File: src/rtl/flash_cmd_pkg.sv
package flash_cmd_pkg;

  typedef enum logic [2:0] {
    MODE_READ   = 3'd0,
    MODE_ERASE  = 3'd1,
    MODE_PROG   = 3'd2,
    MODE_VERIFY = 3'd3,
    MODE_HALT   = 3'd4
  } mode_t;

  function automatic logic is_busy(mode_t m);
    return (m == MODE_ERASE) || (m == MODE_PROG);
  endfunction

endpackage

File: src/rtl/fc_strobe_sync.sv
module fc_strobe_sync #(
  parameter int SYNC_STAGES = 2
) (
  input  logic clk,
  input  logic rst,
  input  logic we_n,
  input  logic ce_n,
  output logic we_fall,
  output logic we_rise,
  output logic ce_low
);

  localparam int WL = SYNC_STAGES + 1;

  logic [WL-1:0]          we_pipe;
  logic [SYNC_STAGES-1:0] ce_pipe;

  always_ff @(posedge clk) begin
    if (rst) begin
      we_pipe <= '1;
      ce_pipe <= '1;
    end else begin
      we_pipe <= {we_pipe[WL-2:0], we_n};
      ce_pipe <= {ce_pipe[SYNC_STAGES-2:0], ce_n};
    end
  end

  // Oldest entry is the previous synchronized value.
  assign we_fall = we_pipe[WL-1] & ~we_pipe[WL-2];
  assign we_rise = ~we_pipe[WL-1] & we_pipe[WL-2];
  assign ce_low  = ~ce_pipe[SYNC_STAGES-1];

endmodule

File: src/rtl/fc_cmd_capture.sv
module fc_cmd_capture #(
  parameter int AW = 17,
  parameter int DW = 8
) (
  input  logic          clk,
  input  logic          rst,
  input  logic          we_fall,
  input  logic          we_rise,
  input  logic          ce_low,
  input  logic          vdd_ok,
  input  logic [AW-1:0] addr_in,
  input  logic [DW-1:0] data_in,
  output logic [AW-1:0] addr_lat,
  output logic          wr_valid,
  output logic [DW-1:0] wr_byte
);

  logic armed;
  logic qual;

  assign qual = ce_low & vdd_ok;

  always_ff @(posedge clk) begin
    if (rst) begin
      armed    <= 1'b0;
      addr_lat <= '0;
      wr_valid <= 1'b0;
      wr_byte  <= '0;
    end else begin
      wr_valid <= 1'b0;
      if (!qual) begin
        armed <= 1'b0;
      end else if (we_fall) begin
        armed    <= 1'b1;
        addr_lat <= addr_in;
      end else if (we_rise && armed) begin
        armed    <= 1'b0;
        wr_valid <= 1'b1;
        wr_byte  <= data_in;
      end
    end
  end

endmodule

File: src/rtl/fc_guard_timer.sv
module fc_guard_timer #(
  parameter int TIMEOUT_CYC = 64
) (
  input  logic clk,
  input  logic rst,
  input  logic load,
  input  logic run,
  output logic expire
);

  localparam int CW = $clog2(TIMEOUT_CYC + 1);
  localparam logic [CW-1:0] LOAD_VAL = CW'(TIMEOUT_CYC);
  localparam logic [CW-1:0] ONE      = CW'(1);

  logic [CW-1:0] cnt;

  always_ff @(posedge clk) begin
    if (rst) begin
      cnt <= '0;
    end else if (load) begin
      cnt <= LOAD_VAL;
    end else if (run && cnt != '0) begin
      cnt <= cnt - ONE;
    end else if (!run) begin
      cnt <= '0;
    end
  end

  assign expire = run && !load && (cnt == ONE);

endmodule

File: src/rtl/fc_mode_ctrl.sv
module fc_mode_ctrl
  import flash_cmd_pkg::*;
#(
  parameter int              DW          = 8,
  parameter int              TIMEOUT_CYC = 64,
  parameter logic [DW-1:0]   CODE_ERASE  = 8'h20,
  parameter logic [DW-1:0]   CODE_PROG   = 8'h40,
  parameter logic [DW-1:0]   CODE_VERIFY = 8'hA0,
  parameter logic [DW-1:0]   CODE_RESET  = 8'hFF
) (
  input  logic          clk,
  input  logic          rst,
  input  logic          hv_ok,
  input  logic          wr_valid,
  input  logic [DW-1:0] wr_byte,
  output logic [DW-1:0] cmd_q,
  output mode_t         mode_q,
  output logic          timeout_q
);

  logic  accept;
  logic  start_op;
  logic  expire;
  mode_t next_mode;

  // In the halted state only verify and reset get through.
  always_comb begin
    if (!hv_ok)
      accept = 1'b0;
    else if (mode_q == MODE_HALT)
      accept = wr_valid && (wr_byte == CODE_VERIFY || wr_byte == CODE_RESET);
    else
      accept = wr_valid;
  end

  always_comb begin
    next_mode = mode_q;
    if (wr_byte == '0 || wr_byte == CODE_RESET) next_mode = MODE_READ;
    else if (wr_byte == CODE_ERASE)             next_mode = MODE_ERASE;
    else if (wr_byte == CODE_PROG)              next_mode = MODE_PROG;
    else if (wr_byte == CODE_VERIFY)            next_mode = MODE_VERIFY;
  end

  assign start_op = accept && is_busy(next_mode);

  fc_guard_timer #(.TIMEOUT_CYC(TIMEOUT_CYC)) u_timer (
    .clk    (clk),
    .rst    (rst),
    .load   (start_op),
    .run    (is_busy(mode_q) && hv_ok),
    .expire (expire)
  );

  always_ff @(posedge clk) begin
    if (rst || !hv_ok) begin
      cmd_q     <= '0;
      mode_q    <= MODE_READ;
      timeout_q <= 1'b0;
    end else if (accept) begin
      cmd_q     <= wr_byte;
      mode_q    <= next_mode;
      timeout_q <= 1'b0;
    end else if (expire) begin
      mode_q    <= MODE_HALT;
      timeout_q <= 1'b1;
    end
  end

endmodule

File: src/rtl/flash_cmd_frontend.sv
module flash_cmd_frontend #(
  parameter int            AW          = 17,
  parameter int            DW          = 8,
  parameter int            SYNC_STAGES = 2,
  parameter int            TIMEOUT_CYC = 64,
  parameter logic [DW-1:0] CODE_ERASE  = 8'h20,
  parameter logic [DW-1:0] CODE_PROG   = 8'h40,
  parameter logic [DW-1:0] CODE_VERIFY = 8'hA0,
  parameter logic [DW-1:0] CODE_RESET  = 8'hFF
) (
  input  logic          clk,
  input  logic          rst,
  input  logic          ce_n,
  input  logic          we_n,
  input  logic [AW-1:0] addr_in,
  input  logic [DW-1:0] data_in,
  input  logic          hv_ok,
  input  logic          vdd_ok,
  output logic [DW-1:0] cmd_reg,
  output logic [AW-1:0] addr_lat,
  output logic [2:0]    mode,
  output logic          timeout
);

  import flash_cmd_pkg::*;

  logic          we_fall, we_rise, ce_low;
  logic          wr_valid;
  logic [DW-1:0] wr_byte;
  mode_t         mode_q;

  fc_strobe_sync #(.SYNC_STAGES(SYNC_STAGES)) u_sync (
    .clk     (clk),
    .rst     (rst),
    .we_n    (we_n),
    .ce_n    (ce_n),
    .we_fall (we_fall),
    .we_rise (we_rise),
    .ce_low  (ce_low)
  );

  fc_cmd_capture #(.AW(AW), .DW(DW)) u_cap (
    .clk      (clk),
    .rst      (rst),
    .we_fall  (we_fall),
    .we_rise  (we_rise),
    .ce_low   (ce_low),
    .vdd_ok   (vdd_ok),
    .addr_in  (addr_in),
    .data_in  (data_in),
    .addr_lat (addr_lat),
    .wr_valid (wr_valid),
    .wr_byte  (wr_byte)
  );

  fc_mode_ctrl #(
    .DW          (DW),
    .TIMEOUT_CYC (TIMEOUT_CYC),
    .CODE_ERASE  (CODE_ERASE),
    .CODE_PROG   (CODE_PROG),
    .CODE_VERIFY (CODE_VERIFY),
    .CODE_RESET  (CODE_RESET)
  ) u_ctrl (
    .clk       (clk),
    .rst       (rst),
    .hv_ok     (hv_ok),
    .wr_valid  (wr_valid),
    .wr_byte   (wr_byte),
    .cmd_q     (cmd_reg),
    .mode_q    (mode_q),
    .timeout_q (timeout)
  );

  assign mode = mode_q;

endmodule

File: config.mk
export PLATFORM = sky130hd
export DESIGN_NAME = flash_cmd_frontend
export DESIGN_NICKNAME = d
export VERILOG_FILES = /design/src/rtl/flash_cmd_pkg.sv /design/src/rtl/fc_strobe_sync.sv /design/src/rtl/fc_cmd_capture.sv /design/src/rtl/fc_guard_timer.sv /design/src/rtl/fc_mode_ctrl.sv /design/src/rtl/flash_cmd_frontend.sv
export SDC_FILE = /design/constraint.sdc
export NUM_CORES = 1
export LEC_CHECK = 0
export BUFFER_PORTS_ARGS = -buffer_cell sky130_fd_sc_hd__buf_2
export CAP_MARGIN = 20
export CORE_MARGIN = 10
export CORE_UTILIZATION = 55
export DETAILED_ROUTE_END_ITERATION = 12
export PLACE_DENSITY = 0.87
export SETUP_SLACK_MARGIN = 0.5
export SLEW_MARGIN = 30
export SYNTH_ARGS = -nofsm -noshare
export SYNTH_HDL_FRONTEND = slang
export SYNTH_SLANG_ARGS = --single-unit
export TNS_END_PERCENT = 20
File: constraint.sdc
create_clock -name clk -period 5.6 [get_ports clk]
set_clock_uncertainty 0.2 [all_clocks]
set_input_delay 0.84 -clock clk [delete_from_list [all_inputs] [get_ports clk]]
set_output_delay 0.84 -clock clk [all_outputs]
set_load 0.01 [all_outputs]
### Yosys cells after proc, flatten, opt, wreduce, memory -nomap -nowiden

Index checks and enable logic that the tools add are counted.
Widths: inputs -> output; s select.

| cells by class | value |
|---|---|
| add/sub/neg operators | 1 |
| eq/ne operators | 12 |
| multiplexer cells | 14 |
| bitwise gates (word level) | 8 |
| reduce and logical (&&, ||, !) cells | 24 |

Operators with widths:

| operator | count |
|---|---|
| $mux 7 | 3 |
| $mux 3 | 6 |
| $eq 8x8->1 const B | 2 |
| $eq 8x6->1 const B | 1 |
| $eq 8x7->1 const B | 1 |
| $logic_not 8->1 | 1 |
| $eq 7x1->1 const B | 1 |
| $logic_and 1x1->1 | 7 |
| $reduce_bool 7->1 | 1 |
| $sub 7x1->7 const B | 1 |
| $eq 3x1->1 const B | 2 |
| $eq 3x2->1 const B | 2 |
| $reduce_or 2->1 | 3 |
| $logic_or 1x1->1 | 5 |
| $mux 1 | 5 |
| $not 1->1 | 5 |
| $reduce_bool 2->1 | 2 |
| $and 1x1->1 | 3 |
| $eq 3x3->1 const B | 1 |
| $ne 3x2->1 const B | 1 |
| $reduce_and 3->1 | 1 |
| $reduce_or 3->1 | 1 |
| $logic_not 1->1 | 2 |
| $ne 2x1->1 const B | 1 |
| $reduce_and 2->1 | 1 |

| word-level totals | value |
|---|---|
| register bits after elaboration | 51 |
| input port bits | 31 |
| output and inout port bits | 29 |
| word-level logic and storage cells | 70 |

### Longest topological paths before layout

| logic depth | value |
|---|---|
| depth after elaboration | 13 |
| depth in mapped cells | 7 |
| depth with buffers taken out | 7 |

### By module

A second synthesis with hierarchy kept.

| unflattened totals | value |
|---|---|
| cell total of the unflattened synthesis | 252 |
| area, all modules | 2,302.2 um^2 |

Modules (own cells, without submodules):

| module | instances | cells each | area an instance (um^2) |
|---|---|---|---|
| fc_cmd_capture | 1 | 117 | 1,027.2 |
| fc_mode_ctrl | 1 | 73 | 701.9 |
| fc_guard_timer | 1 | 49 | 425.4 |
| fc_strobe_sync | 1 | 13 | 147.6 |

### Worst setup path after synthesis

OpenSTA, ideal clock, no wires.

| timing | value |
|---|---|
| kind | input-to-reg |
| start point | input vdd_ok |
| end point | register u_cap.addr_lat[11] |
| library setup time | 0.071 ns |
| data arrival time | 1.872 ns |
| setup slack | 3.458 ns |
| cell stages on the path | 6 |
| buffers on the path | 2 |
| cell sequence | nor2b_1 -> and3_1 -> clkbuf_1 -> clkbuf_1 -> nand2_1 -> a21oi_1 |

| between the ends | value |
|---|---|
| word-level cells in the longest chain between the ends | 2 |

RTL lines:

| item | RTL line | RTL |
|---|---|---|
| from (decl) | flash_cmd_frontend.sv:18 | `input logic vdd_ok,` |
| $and 1x1->1 | fc_cmd_capture.sv:21 | `assign qual = ce_low & vdd_ok;` |
| $reduce_and 2->1 (no line) | n/a |  |
| to (signal assigned) | fc_cmd_capture.sv:35 | `addr_lat <= addr_in;` |
| to (decl) | fc_cmd_capture.sv:13 | `output logic [AW-1:0] addr_lat,` |

No other way between the ends.
A chain may end at the register's enable or synchronous reset.

### Worst setup path in the final report

| timing | value |
|---|---|
| start point | input rst |
| end point | register u_ctrl.u_timer.cnt[2] |

| between the ends | value |
|---|---|
| word-level cells in the longest chain between the ends | 1 |

RTL lines:

| item | RTL line | RTL |
|---|---|---|
| from (decl) | flash_cmd_frontend.sv:12 | `input logic rst,` |
| $reduce_or 2->1 (no line) | n/a |  |
| to (signal assigned) | fc_guard_timer.sv:23 | `cnt <= cnt - ONE;` |
| to (decl) | fc_guard_timer.sv:15 | `logic [CW-1:0] cnt;` |

No other way between the ends.

==> impl_metrics.yaml <==
run_status:
  status: "completed"
synthesis:
  yosys.cell_types.count: 43
  synth_top_area_share_pct: 49.13
  syn_nets: 267
  synth.area.top_cells: "dfxtp_1 (49%), mux2i_1 (7.7%), nand2_1 (6.9%), a21oi_1 (6.0%), nor2_1 (5.4%)"
  ys_seq_area_share_pct: 49.13
  ys_ff_latch: 51
  avgSynthCellArea_um2: 8.919
  synth_top_area_cell: "dfxtp_1"
  netlist_area_um2: 2078
  synthCells: 233
  synth_ff_type: "dfxtp_1"
  synth_edf_count: 0
  async_flop_share_pct: 0
  synth_warnings: 0
clocking:
  cts_hold_buf: 0
  cts_root_buf: "clkbuf_8"
  clock_path_buffers: 2
  path_clk_slew_ns: 0.08
  cts_resized: 0
  cts_tree: "built"
  numCtsBuffers: 5
  worst_skew_pair.late_latency_ns: 0.29
  cts_setup_buffers: 0
  cts_max_level: 2
  clock_sinks: 51
detailed_routing:
  viasPerCell: 5.208
  postRouteAntennaNets: 0
  drc: 0
  drt-initial-drc-count: 112
  wl_per_cell_um: 13.79
  vias: 1750
  firstDrtPassIters: 4
  wl_um: 4633
global_routing:
  grt_usage_pct: 14.43
  grt_antenna_before_repair: 0
  gr-total-overflow: 0
  grt_pass1_vias: 1649
  grt_pass1_wl_um: 7672
  grt_max_degree: 35
floorplanning:
  die_x_um: 81.47
  initial_core_util_pct: 56.77
  chipHeight_um: 81.47
  ios: 60
  dieArea_um2: 6637
  rows: 22
  core_area_um2: 3661
cells_and_area:
  drive_gt1_share_pct: 26.74
  final_nets: 323
  design_area_um2: 2476
  diodes: 0
  fill_cells: 324
  layout.cells.non_filler: 336
  syn2layout_area_growth_pct: 19.14
timing:
  finalCritPeriodShare_pct: 41.25
  relSlewSlack_pct: 57.38
  hold_viol_final: 0
  fin_tns_setup_ns: 0
  timing.final.ws_setup_ns: 3.290
  worstMarginPinSlew_ns: 0.6375
  period_needed_ns: 2.310
  setup_viol: 0
  max_freq_mhz: 432.9
  rsz0062_at_grt: "false"
  report.final.slew_viol_count: 0
critical_path:
  cp_top_family: "simple AND/OR/NAND/NOR gates"
  slowest_delay_ns: 0.43
  slowest_stage: "nand2b_1"
  cp_data_required_time_ns: 5.62
  critPathMaxFanout: 34
  cp_num_buf_inv: 1
  arrival_ns: 2.33
  cp-end-kind: "register"
  crit_chain: "buf_2, nand2b_1, nor3b_1, o31ai_2, nor3_1"
  start_kind: "primary input"
  critPathKind: "primary input to register"
placed_design:
  io_buffers: 59
  gp_congestion: 0.8412
  hpwl_um: 3472
  placed_cells: 330
  place_area_um2: 2404
  dp_worst_setup_slack_ns: 2.997
pwr:
  cellLeakagePower_nw: 1.146
  power.total_mw: 0.5726
  peakVddDrop_mv: 0.1604
  p_per_area_nw_per_um2: 231.3
hold_path:
  holdCritPathClass: "register to register"
run:
  maxCapViolations: 0
[worst paths after layout]
kind	startpoint	to	slack, ns	cells past startpoint
worst min-delay path	u_sync.ce_pipe[0]	u_sync.ce_pipe[1]	0.21	1
worst max-delay path	rst	u_ctrl.u_timer.cnt[2]	3.29	5
worst min register to register	u_sync.ce_pipe[0]	u_sync.ce_pipe[1]	0.21	1
worst max register to register	u_ctrl.u_timer.cnt[0]	u_ctrl.u_timer.cnt[1]	3.51	7
[cells by family (layout without fill, tap and decap cells)]
| kind of cell | count (synthesis) | count (layout) | synth area share (%) |
|---|---|---|---|
| flip-flops | 51 | 51 | 49.13 |
| adder cells (fa/ha/maj) | 4 | 4 | 2.288 |
| multiplexers | 16 | 16 | 7.706 |
| AO/OA/AOI/OAI | 36 | 36 | 10.90 |
| buffers and inverters | 14 | 69 | 2.709 |
| XOR/XNOR | 5 | 5 | 2.107 |
| AND/OR/NAND/NOR | 107 | 107 | 25.17 |
[registers in the layout, indices dropped and copies added, names as in the netlist]
signal              count
u_cap.wr_valid          1
u_cap.addr_lat         17
u_sync.ce_pipe          2
u_ctrl.u_timer.cnt      7
u_ctrl.cmd_q            8
u_cap.armed             1
u_ctrl.timeout_q        1
u_ctrl.mode_q           3
u_cap.wr_byte           8
u_sync.we_pipe          3
[layer usage]
| layer | vias to the layer above | GRT usage (%) | share of wire (%) |
|---|---|---|---|
| met5 | - | 0 | 0 |
| met4 | 0 | 5.017 | 0.91 |
| met3 | 7 | 4.258 | 5.2 |
| met2 | 41 | 24.80 | 52 |
| met1 | 798 | 16.70 | 42 |
| li1 | 904 | - | - |
[where the power goes]
group	switching, mW	total [mW]	leakage (nW)	internal, mW
logic	0.00952	0.0195	0.697	0.00996
registers	0.000746	0.365	0.412	0.364
clock network	0.105	0.188	0.0371	0.0834
[area by class of cell]
class                      instances  area [um2]  share of cell area, %
clock buffer                       6       72.57                  2.931
inverter                           3       11.26                 0.4548
multi-input combinational        168        1008                  40.73
sequential                        51        1021                  41.23
tap                               48       60.06                  2.425
timing repair buffer              60       302.8                  12.23
[synthesized netlist by cell type, types with 4 or more instances]
| library cell | instances |
|---|---|
| a21oi_1 | 25 |
| clkbuf_1 | 8 |
| dfxtp_1 | 51 |
| mux2i_1 | 16 |
| nand2_1 | 38 |
| nand2b_1 | 4 |
| nor2_1 | 30 |
| nor3_1 | 7 |
| or2_2 | 5 |
| xnor2_1 | 4 |
[cell usage in the layout (no fill, tap or decap), types with 2 or more instances in the layout]
master    count
buf_2        59
dfxtp_1      51
nand2_1      38
nor2_1       30
a21oi_1      25
mux2i_1      16
nor3_1        7
or2_2         5
clkbuf_8      5
nand2b_1      4
xnor2_1       4
inv_1         3
nor3b_1       3
or3_1         3
ha_1          3
nor2b_1       2
nand4_1       2
[worst register-to-register path, cell delays in order (launching register included)]
cell     delay [ns]
dfxtp_1        0.33
inv_1          0.12
ha_1           0.17
nor4b_1        0.52
and2_0         0.37
nor2_1         0.07
a21oi_1        0.14
nor2_1         0.05
[metrics by stage]
stage | hold slack (ns) | utilization [%]
3_3_place_gp | 0.1918 | 65.65
2_1_floorplan | 0.1895 | -
3_5_place_dp | 0.1949 | 65.65
6_report | 0.2134 | 67.64
4_1_cts | 0.2137 | 67.64
5_1_grt | 0.2323 | 67.64
Power figures use the tool's default switching activity.
